`src/rtl/serial_audio_tx_pkg.sv`:
```
package serial_audio_tx_pkg;

    typedef struct packed {
        logic inv_bclk;
        logic lr_trig;
        logic msb_delay;
    } strap_t;

    typedef struct packed {
        logic   bclk_prev;
        logic   lr_prev;
        logic   wclk_prev;
        logic   pend;
        strap_t straps;
    } timing_state_t;

endpackage

```
`src/rtl/sat_sync.sv`:
```
module sat_sync #(
    parameter int W      = 1,
    parameter int STAGES = 2
) (
    input  logic         clk,
    input  logic [W-1:0] d,
    output logic [W-1:0] q
);
    logic [W-1:0] stage_q [STAGES];

    for (genvar g = 0; g < STAGES; g++) begin : g_stage
        if (g == 0) begin : g_first
            always_ff @(posedge clk) stage_q[0] <= d;
        end else begin : g_rest
            always_ff @(posedge clk) stage_q[g] <= stage_q[g-1];
        end
    end

    assign q = stage_q[STAGES-1];
endmodule

```
`src/rtl/sat_frame_timing.sv`:
```
module sat_frame_timing
    import serial_audio_tx_pkg::*;
(
    input  logic   clk,
    input  logic   rst,
    input  logic   bclk_s,
    input  logic   lr_s,
    input  logic   wclk_s,
    input  strap_t straps_in,
    output logic   launch,
    output logic   word_start,
    output logic   left_start,
    output strap_t straps_q
);
    timing_state_t cur_q, nxt_d;
    logic b_rise, b_fall, lr_edge, w_rise, evt;

    always_comb begin
        b_rise  = bclk_s & ~cur_q.bclk_prev;
        b_fall  = ~bclk_s & cur_q.bclk_prev;
        lr_edge = lr_s ^ cur_q.lr_prev;
        w_rise  = wclk_s & ~cur_q.wclk_prev;
        launch  = cur_q.straps.inv_bclk ? b_rise : b_fall;
        evt     = cur_q.straps.lr_trig ? lr_edge : w_rise;
        word_start = launch & (cur_q.pend | evt);
        left_start = word_start & lr_s;

        nxt_d           = cur_q;
        nxt_d.bclk_prev = bclk_s;
        nxt_d.lr_prev   = lr_s;
        nxt_d.wclk_prev = wclk_s;
        nxt_d.pend      = launch ? 1'b0 : (cur_q.pend | evt);
        if (word_start) begin
            nxt_d.straps = straps_in;
        end
        if (rst) begin
            nxt_d.pend   = 1'b0;
            nxt_d.straps = straps_in;
        end
    end

    always_ff @(posedge clk) cur_q <= nxt_d;

    assign straps_q = cur_q.straps;
endmodule

```
`src/rtl/sat_sample_store.sv`:
```
module sat_sample_store #(
    parameter int SAMPLE_W = 16
) (
    input  logic                clk,
    input  logic                rst,
    input  logic                in_valid,
    input  logic [SAMPLE_W-1:0] in_left,
    input  logic [SAMPLE_W-1:0] in_right,
    input  logic                left_start,
    output logic                in_ready,
    output logic [SAMPLE_W-1:0] pair_l,
    output logic [SAMPLE_W-1:0] pair_r,
    output logic                underrun
);
    typedef struct packed {
        logic                hold_v;
        logic [SAMPLE_W-1:0] hold_l;
        logic [SAMPLE_W-1:0] hold_r;
        logic [SAMPLE_W-1:0] cur_l;
        logic [SAMPLE_W-1:0] cur_r;
        logic                under;
    } store_t;

    store_t st_q, st_d;
    logic   accept;

    always_comb begin
        accept = in_valid & ~st_q.hold_v;
        st_d   = st_q;
        if (left_start) begin
            if (st_q.hold_v) begin
                st_d.cur_l  = st_q.hold_l;
                st_d.cur_r  = st_q.hold_r;
                st_d.hold_v = 1'b0;
            end else begin
                st_d.under = 1'b1;
            end
        end
        if (accept) begin
            st_d.hold_v = 1'b1;
            st_d.hold_l = in_left;
            st_d.hold_r = in_right;
        end
        if (rst) begin
            st_d = '0;
        end
    end

    always_ff @(posedge clk) st_q <= st_d;

    assign in_ready = ~st_q.hold_v;
    assign pair_l   = (left_start && st_q.hold_v) ? st_q.hold_l : st_q.cur_l;
    assign pair_r   = (left_start && st_q.hold_v) ? st_q.hold_r : st_q.cur_r;
    assign underrun = st_q.under;
endmodule

```
`src/rtl/sat_shifter.sv`:
```
module sat_shifter #(
    parameter int SAMPLE_W = 16
) (
    input  logic                clk,
    input  logic                rst,
    input  logic                launch,
    input  logic                word_start,
    input  logic                is_left,
    input  logic                dly_new,
    input  logic [SAMPLE_W-1:0] pair_l,
    input  logic [SAMPLE_W-1:0] pair_r,
    input  logic                mute_s,
    output logic                bit_v,
    output logic                sdata
);
    typedef struct packed {
        logic [SAMPLE_W-1:0] sr;
        logic                bit_v;
        logic                sdata;
    } shift_t;

    shift_t sh_q, sh_d;
    logic [SAMPLE_W-1:0] sel;

    always_comb begin
        sel  = is_left ? pair_l : pair_r;
        sh_d = sh_q;
        if (launch) begin
            if (word_start) begin
                if (dly_new) begin
                    sh_d.bit_v = 1'b0;
                    sh_d.sr    = sel;
                end else begin
                    sh_d.bit_v = sel[SAMPLE_W-1];
                    sh_d.sr    = {sel[SAMPLE_W-2:0], 1'b0};
                end
            end else begin
                sh_d.bit_v = sh_q.sr[SAMPLE_W-1];
                sh_d.sr    = {sh_q.sr[SAMPLE_W-2:0], 1'b0};
            end
        end
        sh_d.sdata = sh_q.bit_v & ~mute_s;
        if (rst) begin
            sh_d = '0;
        end
    end

    always_ff @(posedge clk) sh_q <= sh_d;

    assign bit_v = sh_q.bit_v;
    assign sdata = sh_q.sdata;
endmodule

```
`src/rtl/serial_audio_tx.sv`:
```
module serial_audio_tx
    import serial_audio_tx_pkg::*;
#(
    parameter int SAMPLE_W    = 16,
    parameter int SYNC_STAGES = 2
) (
    input  logic                clk,
    input  logic                rst,
    input  logic                bclk,
    input  logic                lrclk,
    input  logic                wclk,
    input  logic                strap_inv_bclk,
    input  logic                strap_lr_trig,
    input  logic                strap_msb_delay,
    input  logic                mute,
    input  logic                in_valid,
    output logic                in_ready,
    input  logic [SAMPLE_W-1:0] in_left,
    input  logic [SAMPLE_W-1:0] in_right,
    output logic                sdata,
    output logic                underrun
);
    localparam int SYNC_W = 7;

    logic [SYNC_W-1:0] raw_in, sync_out;
    strap_t straps_s, straps_cur;
    logic bclk_s, lr_s, wclk_s, mute_s;
    logic launch, word_start, left_start, bit_v;
    logic [SAMPLE_W-1:0] pair_l, pair_r;

    assign raw_in = {strap_inv_bclk, strap_lr_trig, strap_msb_delay, mute, wclk, lrclk, bclk};

    sat_sync #(.W(SYNC_W), .STAGES(SYNC_STAGES)) u_sync (
        .clk (clk),
        .d   (raw_in),
        .q   (sync_out)
    );

    assign bclk_s   = sync_out[0];
    assign lr_s     = sync_out[1];
    assign wclk_s   = sync_out[2];
    assign mute_s   = sync_out[3];
    assign straps_s = sync_out[6:4];

    sat_frame_timing u_timing (
        .clk        (clk),
        .rst        (rst),
        .bclk_s     (bclk_s),
        .lr_s       (lr_s),
        .wclk_s     (wclk_s),
        .straps_in  (straps_s),
        .launch     (launch),
        .word_start (word_start),
        .left_start (left_start),
        .straps_q   (straps_cur)
    );

    sat_sample_store #(.SAMPLE_W(SAMPLE_W)) u_store (
        .clk        (clk),
        .rst        (rst),
        .in_valid   (in_valid),
        .in_left    (in_left),
        .in_right   (in_right),
        .left_start (left_start),
        .in_ready   (in_ready),
        .pair_l     (pair_l),
        .pair_r     (pair_r),
        .underrun   (underrun)
    );

    sat_shifter #(.SAMPLE_W(SAMPLE_W)) u_shift (
        .clk        (clk),
        .rst        (rst),
        .launch     (launch),
        .word_start (word_start),
        .is_left    (lr_s),
        .dly_new    (straps_s.msb_delay),
        .pair_l     (pair_l),
        .pair_r     (pair_r),
        .mute_s     (mute_s),
        .bit_v      (bit_v),
        .sdata      (sdata)
    );
endmodule

```
`config.mk`:
```
export PLATFORM = sky130hd
export DESIGN_NAME = serial_audio_tx
export DESIGN_NICKNAME = d
export VERILOG_FILES = /design/src/rtl/serial_audio_tx_pkg.sv /design/src/rtl/sat_sync.sv /design/src/rtl/sat_frame_timing.sv /design/src/rtl/sat_sample_store.sv /design/src/rtl/sat_shifter.sv /design/src/rtl/serial_audio_tx.sv
export SDC_FILE = /design/constraint.sdc
export NUM_CORES = 1
export LEC_CHECK = 0
export CAP_MARGIN = 0
export CORE_AREA = 8 8 108 110
export CTS_CLUSTER_SIZE = 25
export DETAILED_ROUTE_END_ITERATION = 12
export DIE_AREA = 0 0 116 118
export DONT_BUFFER_PORTS = 1
export PLACE_DENSITY = 0.58
export SYNTH_ARGS = -nofsm -noshare
export SYNTH_HDL_FRONTEND = slang
export SYNTH_SLANG_ARGS = --single-unit
```
`constraint.sdc`:
```
create_clock -name clk -period 2.9 [get_ports clk]
set_input_delay 0.58 -clock clk [delete_from_list [all_inputs] [get_ports clk]]
set_output_delay 0.58 -clock clk [all_outputs]
set_load 0.02 [all_outputs]
```
==> results.txt, run 1 <==
----------------------------------------------------
[Status]
  Run status ... complete, no violations

[Floorplan]
  Full die area ... 13700 µm²
  Number of top-level pins ... 45
  Floorplan die height ... 118 µm
  Starting density of the core ... 0.438
  Die W ... 116 µm
  Floorplan core area ... 10000 µm²
  Floorplan row count ... 37

[Synthesis]
  Largest family of logic cells by synthesized area ... compound AO/OA/AOI/OAI gates
  Async SR Flop Fraction ... 0
  Yosys Warn Count ... 0
  Net count after synthesis ... 571
  Synthesized netlist cell count ... 529
  Fraction of synthesized cell area in xor and xnor cells ... 0.00371
  Mux share of post-synthesis cell area ... 0.0188
  Top-area cell type share of the netlist area ... 0.466
  Number of flops mapped to enable cells by yosys ... 2
  Most used flip-flop cell after synthesis ... sky130_fd_sc_hd__dfxtp_1
  Synthesized area per cell ... 8.29 µm²
  Sequential cell area fraction in the yosys report ... 0.480
  Count of distinct cell types in the synthesized netlist ... 63
  Synth Area in Adders ... 0
  Simple-gate area share of the yosys netlist ... 0.220
  Top cells by instance count after synthesis ... sky130_fd_sc_hd__nand2_1 (139), sky130_fd_sc_hd__dfxtp_1 (102), sky130_fd_sc_hd__a21oi_1 (79)
  Compound-cell area share of the yosys netlist ... 0.225
  Count leader, synth ... sky130_fd_sc_hd__nand2_1
  Cell types occupying the most area after synthesis ... sky130_fd_sc_hd__dfxtp_1 (47%), sky130_fd_sc_hd__nand2_1 (12%), sky130_fd_sc_hd__a21oi_1 (9.0%)
  Area of the mapped netlist ... 4380 µm²
  Number of synthesized register bits ... 104
  Largest area contributor in the netlist ... sky130_fd_sc_hd__dfxtp_1

[GRT]
  Initial antenna violation count ... 0
  First-pass GRT wire length ... 18000 µm
  Vias in the first global route ... 3490
  GR Overflow Total ... 0
  Largest net degree at the start of global routing ... 90
  Total Routing Usage GR ... 0.166

[Clock network]
  CTS hold repair buffers ... 0
  Clock edge transition at the registers on the reported setup and hold paths ... 0.09 ns
  Number of H-tree branching levels ... 3
  CTS root buffer ... sky130_fd_sc_hd__clkbuf_8
  Clock buffers created by TritonCTS ... 9
  Clock tree from TritonCTS ... yes
  Post-CTS Setup Bufs ... 0
  Buffer levels on the longest clock path ... 2
  Clock latency on the worst-skew pair ... 0.37 ns
  Clock sink count ... 104
  Resized Gates After CTS ... 0

[STA]
  Layout Skew ... 0.00834 ns
  Relative max-transition margin ... 0.523
  Pins over their slew limit ... 0
  Final setup violation count ... 0
  Final critical delay including setup and external delays ... 2.39 ns
  Unrepaired setup endpoints after global routing ... no
  Worst slew pin tran ... 0.716 ns
  Hold violation total from the final report ... 0
  Max Clk Rate ... 0.418 GHz
  TNS Setup ... 0 ns
  Share of the cycle needed by the critical path after routing ... 0.825

[Route]
  Detailed-router iteration count before antenna repair ... 4
  Count of routing violations after the opening detailed-route iteration ... 261
  Vias per Instance ... 5.51
  Detailed Route WL ... 10900 µm
  Overall via count from detail_route ... 3595
  Antenna Violating Nets Remaining ... 0
  Number of design rule violations left after detail routing ... 0
  Routed length per placed instance ... 16.7 µm

[Setup path]
  CP Launch Type ... flop
  Arrival @ worst endpoint ... 2.67 ns
  Worst path required time ... 3.18 ns
  Crit. End Element ... flop
  Crit Path Max Fanout ... 8
  Crit-path cells ... or2_2 > o221ai_2 > buf_4 > mux2i_1 > o211ai_1 > a311oi_1
  Delay of the slowest cell on the worst path ... 0.52 ns
  Critical path class ... flop to flop
  CP bufs+invs ... 1
  Critical path's slowest cell ... sky130_fd_sc_hd__o221ai_2
  CP top delay family ... compound AO/OA/AOI/OAI gates

[Min path]
  Kind of path behind the tightest hold check ... primary input to flop

[Power and ir drop]
  Total design power ... 0.00277 W
  Total power density per cell area ... 597 nW/µm²
  Leakage Power ... 1.61 nW
  IR Drop Worst-Case VDD ... 248 µV

[Finish]
  Share of cells above drive strength 1 ... 0.101
  Synthesis-to-finish area growth ... 6.05%
  Nets ... 553
  Fraction of the core area covered by cells at the end of the flow ... 0.465
  Ant diodes ... 0

[Placed design]
  Last weighted congestion value of the routability-driven placer ... 0.849
  Total half-perimeter wirelength after legalization and detailed placement ... 7450 µm
  Number of input and output port buffers inserted ... 0

[Run]
  Number of violations of the max-capacitance limit ... 0

----------------------------------------------------
## kinds of logic after synthesis
logic type | count (synthesis)
multiplexers | 8
buffers and inverters | 44
flip-flops | 104
AO/OA/AOI/OAI | 153
XOR/XNOR | 1
AND/OR/NAND/NOR | 219
## metrics by stage
stage	cells	hold WS [ns]	setup WS [ns]	cell area, µm²
after floorplan	529	0.310	0.992	4380
after global placement	636	0.310	0.644	4430
after detailed placement	636	0.315	0.581	4430
after CTS	652	0.207	0.557	4650
after global routing	652	0.205	0.351	4650
final	652	0.231	0.507	4650
## flip-flops by register name, summed over array words and instances, names as in the netlist
name / count
u_shift.sdata: 1
u_sync.stage_q: 14
u_store.st_q: 65
u_shift.sh_q: 16
u_timing.straps_q: 2
u_store.underrun: 1
u_timing.cur_q: 4
u_shift.bit_v: 1
## path summary, 6_finish.rpt
path	start	end	slack (ns)	cells past startpoint
max	u_timing.straps_q[1]	u_shift.sh_q[11]	0.51	6
min reg2reg	u_sync.stage_q[0][3]	u_sync.stage_q[0][10]	0.33	0
min	bclk	u_sync.stage_q[0][0]	0.23	0
max reg2reg	u_timing.straps_q[1]	u_shift.sh_q[11]	0.51	6
## area by class of cell
| type | count | area, µm² |
|---|---|---|
| Fill cell | 1032 | 5350 |
| Sequential cell | 104 | 2100 |
| Inverter | 4 | 15.0 |
| Multi-Input combinational cell | 381 | 2060 |
| Clock inverter | 2 | 35.0 |
| Timing Repair Buffer | 11 | 82.6 |
| Tap cell | 136 | 170 |
| Clock buffer | 14 | 183 |
## cells in the final DEF, fill, tap and decap left out, types with 7 or more instances in the layout
cell type                  instances
sky130_fd_sc_hd__a311oi_1          7
sky130_fd_sc_hd__buf_4            11
sky130_fd_sc_hd__nand2_1         139
sky130_fd_sc_hd__clkbuf_8         13
sky130_fd_sc_hd__a21oi_1          79
sky130_fd_sc_hd__o21ai_0          12
sky130_fd_sc_hd__nor2_1           28
sky130_fd_sc_hd__dfxtp_1         102
sky130_fd_sc_hd__nor3_1            9
sky130_fd_sc_hd__o211ai_1          9
sky130_fd_sc_hd__nand3_1           8
## where the power goes
group	leakage (nW)	internal, W	switching [W]
Sequential	0.856	0.00149	0.0000485
Combinational	0.639	0.0000967	0.000169
Clock	0.113	0.000493	0.000471
Total	1.61	0.00208	0.000689
## layer usage
layer  wire length, µm  track usage
met5                 0            0
met3               498       0.0308
met1              5180        0.223
met2              4890        0.246
met4               300       0.0868
Note: power is estimated with default switching activity, not from simulation.
==> run 2, diff against run 1 <==
PLACE_DENSITY = 0.6   (was 0.58)
clock period = 2.1 ns   (was 2.9 ns; I/O delays follow)
==> results.txt, run 2 (synthesized netlist as in run 1, its figures left out) <==
----------------------------------------------------
[Finish]
  Synthesis-to-finish area growth ... 14.2% (was 6.05%)
  Flip-flop count of the largest register after layout ... 65 (unchanged)
  Final instance area ... 5010 µm² (was 4650 µm²)
  Share of cells above drive strength 1 ... 0.172 (was 0.101)
  Largest registers in the final layout ... u_store.st_q x65, u_shift.sh_q x16, u_sync.stage_q x14 (unchanged)
  Ant diodes ... 0 (unchanged)
  Most common cell after layout, fill and taps aside ... sky130_fd_sc_hd__nand2_1 (unchanged)
  Combined area of the multi-input logic cells ... 2170 µm² (was 2060 µm²)
  Reg with most FFs ... u_store.st_q (unchanged)
  Nets ... 585 (was 553)
  Fillers ... 1048 (was 1032)
  Most frequent cells in the layout ... sky130_fd_sc_hd__nand2_1 (139), sky130_fd_sc_hd__dfxtp_1 (100), sky130_fd_sc_hd__a21oi_1 (78) (was sky130_fd_sc_hd__nand2_1 (139), sky130_fd_sc_hd__dfxtp_1 (102), sky130_fd_sc_hd__a21oi_1 (79))
  Area taken by flip-flops and latches ... 2100 µm² (about the same)

[GRT]
  GR Overflow Total ... 0 (unchanged)
  First-pass GRT wire length ... 18900 µm (was 18000 µm)
  Largest net degree at the start of global routing ... 90 (unchanged)
  Total Routing Usage GR ... 0.173 (was 0.166)
  Initial antenna violation count ... 0 (unchanged)
  Vias in the first global route ... 3757 (was 3490)

[Route]
  Detailed Route WL ... 11400 µm (was 10900 µm)
  Routed length per placed instance ... 16.6 µm (was 16.7 µm)
  Count of routing violations after the opening detailed-route iteration ... 190 (was 261)
  Antenna Violating Nets Remaining ... 0 (unchanged)
  Overall via count from detail_route ... 3790 (was 3595)
  Detailed-router iteration count before antenna repair ... 4 (unchanged)
  Vias per Instance ... 5.54 (was 5.51)
  Number of design rule violations left after detail routing ... 0 (unchanged)

[Run]
  Number of violations of the max-capacitance limit ... 0 (unchanged)

[STA]
  Layout Skew ... 0.00953 ns (was 0.00834 ns)
  Relative max-transition margin ... 0.526 (was 0.523)
  Max Clk Rate ... 0.495 GHz (was 0.418 GHz)
  Final critical delay including setup and external delays ... 2.02 ns (was 2.39 ns)
  Worst Setup Slack, final ... 0.0805 ns (was 0.507 ns)
  Final setup violation count ... 0 (unchanged)
  Pins over their slew limit ... 0 (unchanged)
  Worst hold slack across all endpoints ... 0.0645 ns (was 0.231 ns)
  Hold violation total from the final report ... 0 (unchanged)
  Share of the cycle needed by the critical path after routing ... 0.962 (was 0.825)
  Unrepaired setup endpoints after global routing ... yes (was no)
  Worst slew pin tran ... 0.709 ns (was 0.716 ns)

[Clock network]
  Clock latency on the worst-skew pair ... 0.37 ns (about the same)
  Number of H-tree branching levels ... 3 (unchanged)
  Clock edge transition at the registers on the reported setup and hold paths ... 0.10 ns (was 0.09 ns)
  Clock tree from TritonCTS ... yes (unchanged)
  Clock buffers created by TritonCTS ... 9 (unchanged)
  Buffer levels on the longest clock path ... 2 (unchanged)
  CTS hold repair buffers ... 0 (unchanged)
  CTS root buffer ... sky130_fd_sc_hd__clkbuf_8 (unchanged)
  Clock sink count ... 104 (unchanged)

[Power and ir drop]
  IR Drop Worst-Case VDD ... 397 µV (was 248 µV)
  Leakage Power ... 1.78 nW (was 1.61 nW)
  Switching share of total power ... 0.283 (was 0.248)
  Reg power frac ... 0.559 (was 0.556)
  Internal power summed over all cells ... 0.00274 W (was 0.00208 W)
  Combinational group share of total power ... 0.126 (was 0.096)
  Net switching power ... 0.00108 W (was 0.000689 W)
  Total power density per cell area ... 762 nW/µm² (was 597 nW/µm²)
  Power share of the clock group ... 0.316 (was 0.348)

[Placed design]
  Total half-perimeter wirelength after legalization and detailed placement ... 7830 µm (was 7450 µm)
  Last weighted congestion value of the routability-driven placer ... 0.814 (was 0.849)
  Number of input and output port buffers inserted ... 0 (unchanged)
  Worst setup timing slack at the placement stage ... -0.206 ns (was 0.581 ns)
  Placement Cell Area ... 4630 µm² (was 4430 µm²)

[Setup path]
  Arrival @ worst endpoint ... 2.29 ns (was 2.67 ns)
  Critical path class ... flop to flop (unchanged)
  Crit. End Element ... flop (unchanged)
  Worst path required time ... 2.37 ns (was 3.18 ns)
  Crit Path Max Fanout ... 8 (unchanged)
  CP Launch Type ... flop (unchanged)

[Floorplan]
  Floorplan row count ... 37 (unchanged)
  Die W ... 116 µm (unchanged)
  Floorplan die height ... 118 µm (unchanged)
  Full die area ... 13700 µm² (unchanged)
  Number of top-level pins ... 45 (unchanged)
  Starting density of the core ... 0.438 (unchanged)
  Floorplan core area ... 10000 µm² (unchanged)

[Status]
  Run status ... complete, no violations (unchanged)

[Min path]
  Kind of path behind the tightest hold check ... primary input to flop (unchanged)

----------------------------------------------------
[run 2: power by group through the flow]
stage	Clock (W)	Combinational, W	Sequential (W)
final	0.00121	0.000479	0.00213
after global routing	0.00133	0.000526	0.00214
after CTS	0.00125	0.000448	0.00213
after detailed placement	0	0.000429	0.00217
after global placement	0	0.000423	0.00217
after floorplan	0	0.000324	0.00215
[run 2: final timing paths]
path / startpoint / to / slack, ns / cells past startpoint
min reg2reg: u_sync.stage_q[0][4] / u_sync.stage_q[0][11] / 0.33 / 0
max: u_timing.straps_q[2] / u_shift.sh_q[13] / 0.08 / 7
max reg2reg: u_timing.straps_q[2] / u_shift.sh_q[13] / 0.08 / 7
min: bclk / u_sync.stage_q[0][0] / 0.06 / 0
[run 2: per-layer routing]
layer / GRT usage / up-vias / part of all wire
li1: - / 1869 / -
met1: 0.223 / 1800 / 0.46
met2: 0.268 / 109 / 0.47
met3: 0.0472 / 12 / 0.053
met4: 0.0592 / 0 / 0.015
met5: 0 / - / 0
[run 2: layout make-up]
cell class | count | share of cell area
Multi-Input combinational cell | 381 | 0.434
Sequential cell | 104 | 0.420
Timing Repair Buffer | 43 | 0.0717
Tap cell | 136 | 0.0340
Clock buffer | 10 | 0.0255
Clock inverter | 6 | 0.0115
Inverter | 4 | 0.00300
[run 2: timing repair]
action,4_1_cts,5_1_grt
pin swaps,3,6
endpoints found under the setup margin,33,13
resized for setup,7,21
buffers inserted,3,6
[run 2: critical path: stages (launching register included)]
cell and delay [ns]:
sky130_fd_sc_hd__edfxtp_1 0.47, sky130_fd_sc_hd__and3b_2 0.29, sky130_fd_sc_hd__buf_4 0.17, sky130_fd_sc_hd__or2_4 0.29, sky130_fd_sc_hd__buf_4 0.18, sky130_fd_sc_hd__a31o_2 0.24, sky130_fd_sc_hd__o211ai_1 0.19, sky130_fd_sc_hd__a21oi_1 0.09
[run 2: metrics by stage]
step	std cells	util	total power [W]	TNS [ns]
final	684	0.501	0.00382	0
after floorplan	529	-	0.00247	0
after global placement	659	0.463	0.00259	-1.56
after detailed placement	659	0.463	0.00260	-4.23
after CTS	678	0.489	0.00383	0
after global routing	684	0.501	0.00400	-0.0581
==> run 3, diff against run 2 <==
CELL_PAD_IN_SITES_DETAIL_PLACEMENT = 0   (was default)
CELL_PAD_IN_SITES_GLOBAL_PLACEMENT = 2   (was default)
CORE_AREA = 8 8 123 125   (was 8 8 108 110)
DIE_AREA = 0 0 131 133   (was 0 0 116 118)
PLACE_DENSITY = 0.72   (was 0.6)
REMOVE_ABC_BUFFERS = 1   (was default)
==> results.txt, run 3 (synthesized netlist as in run 1, its figures left out) <==
----------------------------------------------------
[Setup path]
  CP bufs+invs ... 2 (unchanged)
  Worst Reg2Reg Path Length in Cells ... 7 (unchanged)
  Crit Path Max Fanout ... 5 (was 8)
  Critical path's slowest cell ... sky130_fd_sc_hd__or4bb_4 (was sky130_fd_sc_hd__edfxtp_1)
  Critical path class ... flop to flop (unchanged)
  Most frequent cell on the critical path ... sky130_fd_sc_hd__buf_4 (unchanged)
  Register-to-Register Setup Slack ... 0.06 ns (was 0.08 ns)
  Worst path required time ... 2.36 ns (was 2.37 ns)
  CP Launch Type ... flop (unchanged)
  Crit-path cells ... buf_4 > or4bb_4 > nand2_4 > buf_4 > nand3_1 > a31o_2 > a311oi_2 (was and3b_2 > buf_4 > or2_4 > buf_4 > a31o_2 > o211ai_1 > a21oi_1)
  Arrival @ worst endpoint ... 2.30 ns (was 2.29 ns)
  CP top delay family ... simple AND/OR/NAND/NOR gates (unchanged)
  Cell count along the critical path ... 7 (unchanged)
  Crit. End Element ... flop (unchanged)
  Delay of the slowest cell on the worst path ... 0.56 ns (was 0.47 ns)

[Finish]
  Synthesis-to-finish area growth ... 16.3% (was 14.2%)
  Share of cells above drive strength 1 ... 0.147 (was 0.172)
  Fillers ... 1371 (was 1048)
  Ant diodes ... 0 (unchanged)
  Nets ... 575 (was 585)
  Largest registers in the final layout ... u_store.st_q x65, u_shift.sh_q x16, u_sync.stage_q x14 (unchanged)
  Reg with most FFs ... u_store.st_q (unchanged)
  Final cell count without fillers ... 714 (was 684)
  Most frequent cells in the layout ... sky130_fd_sc_hd__nand2_1 (139), sky130_fd_sc_hd__dfxtp_1 (101), sky130_fd_sc_hd__a21oi_1 (79) (was sky130_fd_sc_hd__nand2_1 (139), sky130_fd_sc_hd__dfxtp_1 (100), sky130_fd_sc_hd__a21oi_1 (78))
  Flip-flop count of the largest register after layout ... 65 (unchanged)
  Most common cell after layout, fill and taps aside ... sky130_fd_sc_hd__nand2_1 (unchanged)
  Final instance area ... 5100 µm² (was 5010 µm²)

[Floorplan]
  Number of top-level pins ... 45 (unchanged)
  Floorplan die height ... 133 µm (was 118 µm)
  Die W ... 131 µm (was 116 µm)
  Full die area ... 17400 µm² (was 13700 µm²)
  Floorplan row count ... 42 (was 37)
  Starting density of the core ... 0.335 (was 0.438)
  Floorplan core area ... 13100 µm² (was 10000 µm²)

[Placed design]
  Last weighted congestion value of the routability-driven placer ... 0.818 (was 0.814)
  Cells after DPL ... 692 (was 659)
  Number of input and output port buffers inserted ... 0 (unchanged)
  Placement Cell Area ... 4650 µm² (was 4630 µm²)
  Total half-perimeter wirelength after legalization and detailed placement ... 7810 µm (was 7830 µm)
  Worst setup timing slack at the placement stage ... -0.0967 ns (was -0.206 ns)

[Clock network]
  Clock latency on the worst-skew pair ... 0.36 ns (was 0.37 ns)
  Clock edge transition at the registers on the reported setup and hold paths ... 0.07 ns (was 0.10 ns)
  Buffer levels on the longest clock path ... 2 (unchanged)
  Clock tree from TritonCTS ... yes (unchanged)
  Number of H-tree branching levels ... 3 (unchanged)
  CTS root buffer ... sky130_fd_sc_hd__clkbuf_16 (was sky130_fd_sc_hd__clkbuf_8)
  Clock sink count ... 104 (unchanged)
  Clock buffers created by TritonCTS ... 9 (unchanged)

[STA]
  Pins over their slew limit ... 0 (unchanged)
  Worst Setup Slack, final ... 0.0585 ns (was 0.0805 ns)
  Layout Skew ... 0.0128 ns (was 0.00953 ns)
  Worst hold slack across all endpoints ... 0.0878 ns (was 0.0645 ns)
  Final critical delay including setup and external delays ... 2.04 ns (was 2.02 ns)
  Hold violation total from the final report ... 0 (unchanged)
  Relative max-transition margin ... 0.671 (was 0.526)
  Max Clk Rate ... 0.490 GHz (was 0.495 GHz)
  Share of the cycle needed by the critical path after routing ... 0.972 (was 0.962)
  Final setup violation count ... 0 (unchanged)
  Unrepaired setup endpoints after global routing ... yes (unchanged)
  Worst slew pin tran ... 0.492 ns (was 0.709 ns)

[Route]
  Wire length the detailed router placed on met1 ... 5890 µm (was 5210 µm)
  Routed length per placed instance ... 16.8 µm (was 16.6 µm)
  Overall via count from detail_route ... 3667 (was 3790)
  Top routing layer used ... met4 (unchanged)
  Vias per Instance ... 5.14 (was 5.54)
  Detailed-router iteration count before antenna repair ... 4 (unchanged)
  Antenna Violating Nets Remaining ... 0 (unchanged)
  Detailed Route WL ... 12000 µm (was 11400 µm)
  Met3 wire len ... 537 µm (was 605 µm)
  Number of design rule violations left after detail routing ... 0 (unchanged)
  Detailed-routed wire length on met2 ... 5410 µm (was 5390 µm)
  Count of routing violations after the opening detailed-route iteration ... 219 (was 190)

[GRT]
  GR Overflow Total ... 0 (unchanged)
  First-pass GRT wire length ... 19300 µm (was 18900 µm)
  Initial antenna violation count ... 0 (unchanged)
  Total Routing Usage GR ... 0.142 (was 0.173)
  Largest net degree at the start of global routing ... 90 (unchanged)
  Vias in the first global route ... 3651 (was 3757)

[Power and ir drop]
  Total design power ... 0.00433 W (was 0.00382 W)
  Total power density per cell area ... 849 nW/µm² (was 762 nW/µm²)
  Leakage Power ... 1.78 nW (about the same)
  IR Drop Worst-Case VDD ... 523 µV (was 397 µV)

[Min path]
  Kind of path behind the tightest hold check ... primary input to flop (unchanged)
  Worst hold stages ... 0 (unchanged)

[Status]
  Run status ... complete, no violations (unchanged)

[Run]
  Number of violations of the max-capacitance limit ... 0 (unchanged)

----------------------------------------------------
==> run 3: cell type report <==
type	instances	area [µm²]	share of cell area
Clock buffer	12	256	0.0503
Tap cell	176	220	0.0432
Sequential cell	104	2110	0.413
Multi-Input combinational cell	381	2140	0.419
Clock inverter	4	53.8	0.0106
Inverter	4	15.0	0.00294
Timing Repair Buffer	33	309	0.0606
==> run 3: through the flow <==
| step | TNS (ns) | util |
|---|---|---|
| floorplan | -30.13 | - |
| global placement | 0 | 0.355 |
| detailed placement | -0.770 | 0.355 |
| CTS | 0 | 0.381 |
| global route | -0.0551 | 0.390 |
| finish | 0 | 0.390 |
==> run 3: repair_timing <==
action,4_1_cts,5_1_grt
hold buffers,0,0
pin swaps,1,3
gates resized for setup,4,15
setup endpoints to repair,20,8
setup buffers,0,6
==> run 3: per-layer routing <==
layer | vias up | global-route usage
li1 | 1852 | -
met1 | 1735 | 0.181
met5 | - | 0
met3 | 12 | 0.0382
met2 | 68 | 0.224
met4 | 0 | 0.0459
==> run 3: report_power, final <==
part	internal, W	leakage, nW	switching [W]
Combinational	0.000189	0.778	0.000271
Sequential	0.00206	0.856	0.0000631
Clock	0.000992	0.145	0.000748
Total	0.00325	1.78	0.00108
==> run 3: final timing paths <==
path                              from                    to
hold reg to reg   u_sync.stage_q[0][0]  u_sync.stage_q[0][7]
setup reg to reg  u_sync.stage_q[0][8]      u_shift.sh_q[15]
setup / recovery  u_sync.stage_q[0][8]      u_shift.sh_q[15]
hold / removal         strap_msb_delay  u_sync.stage_q[0][4]
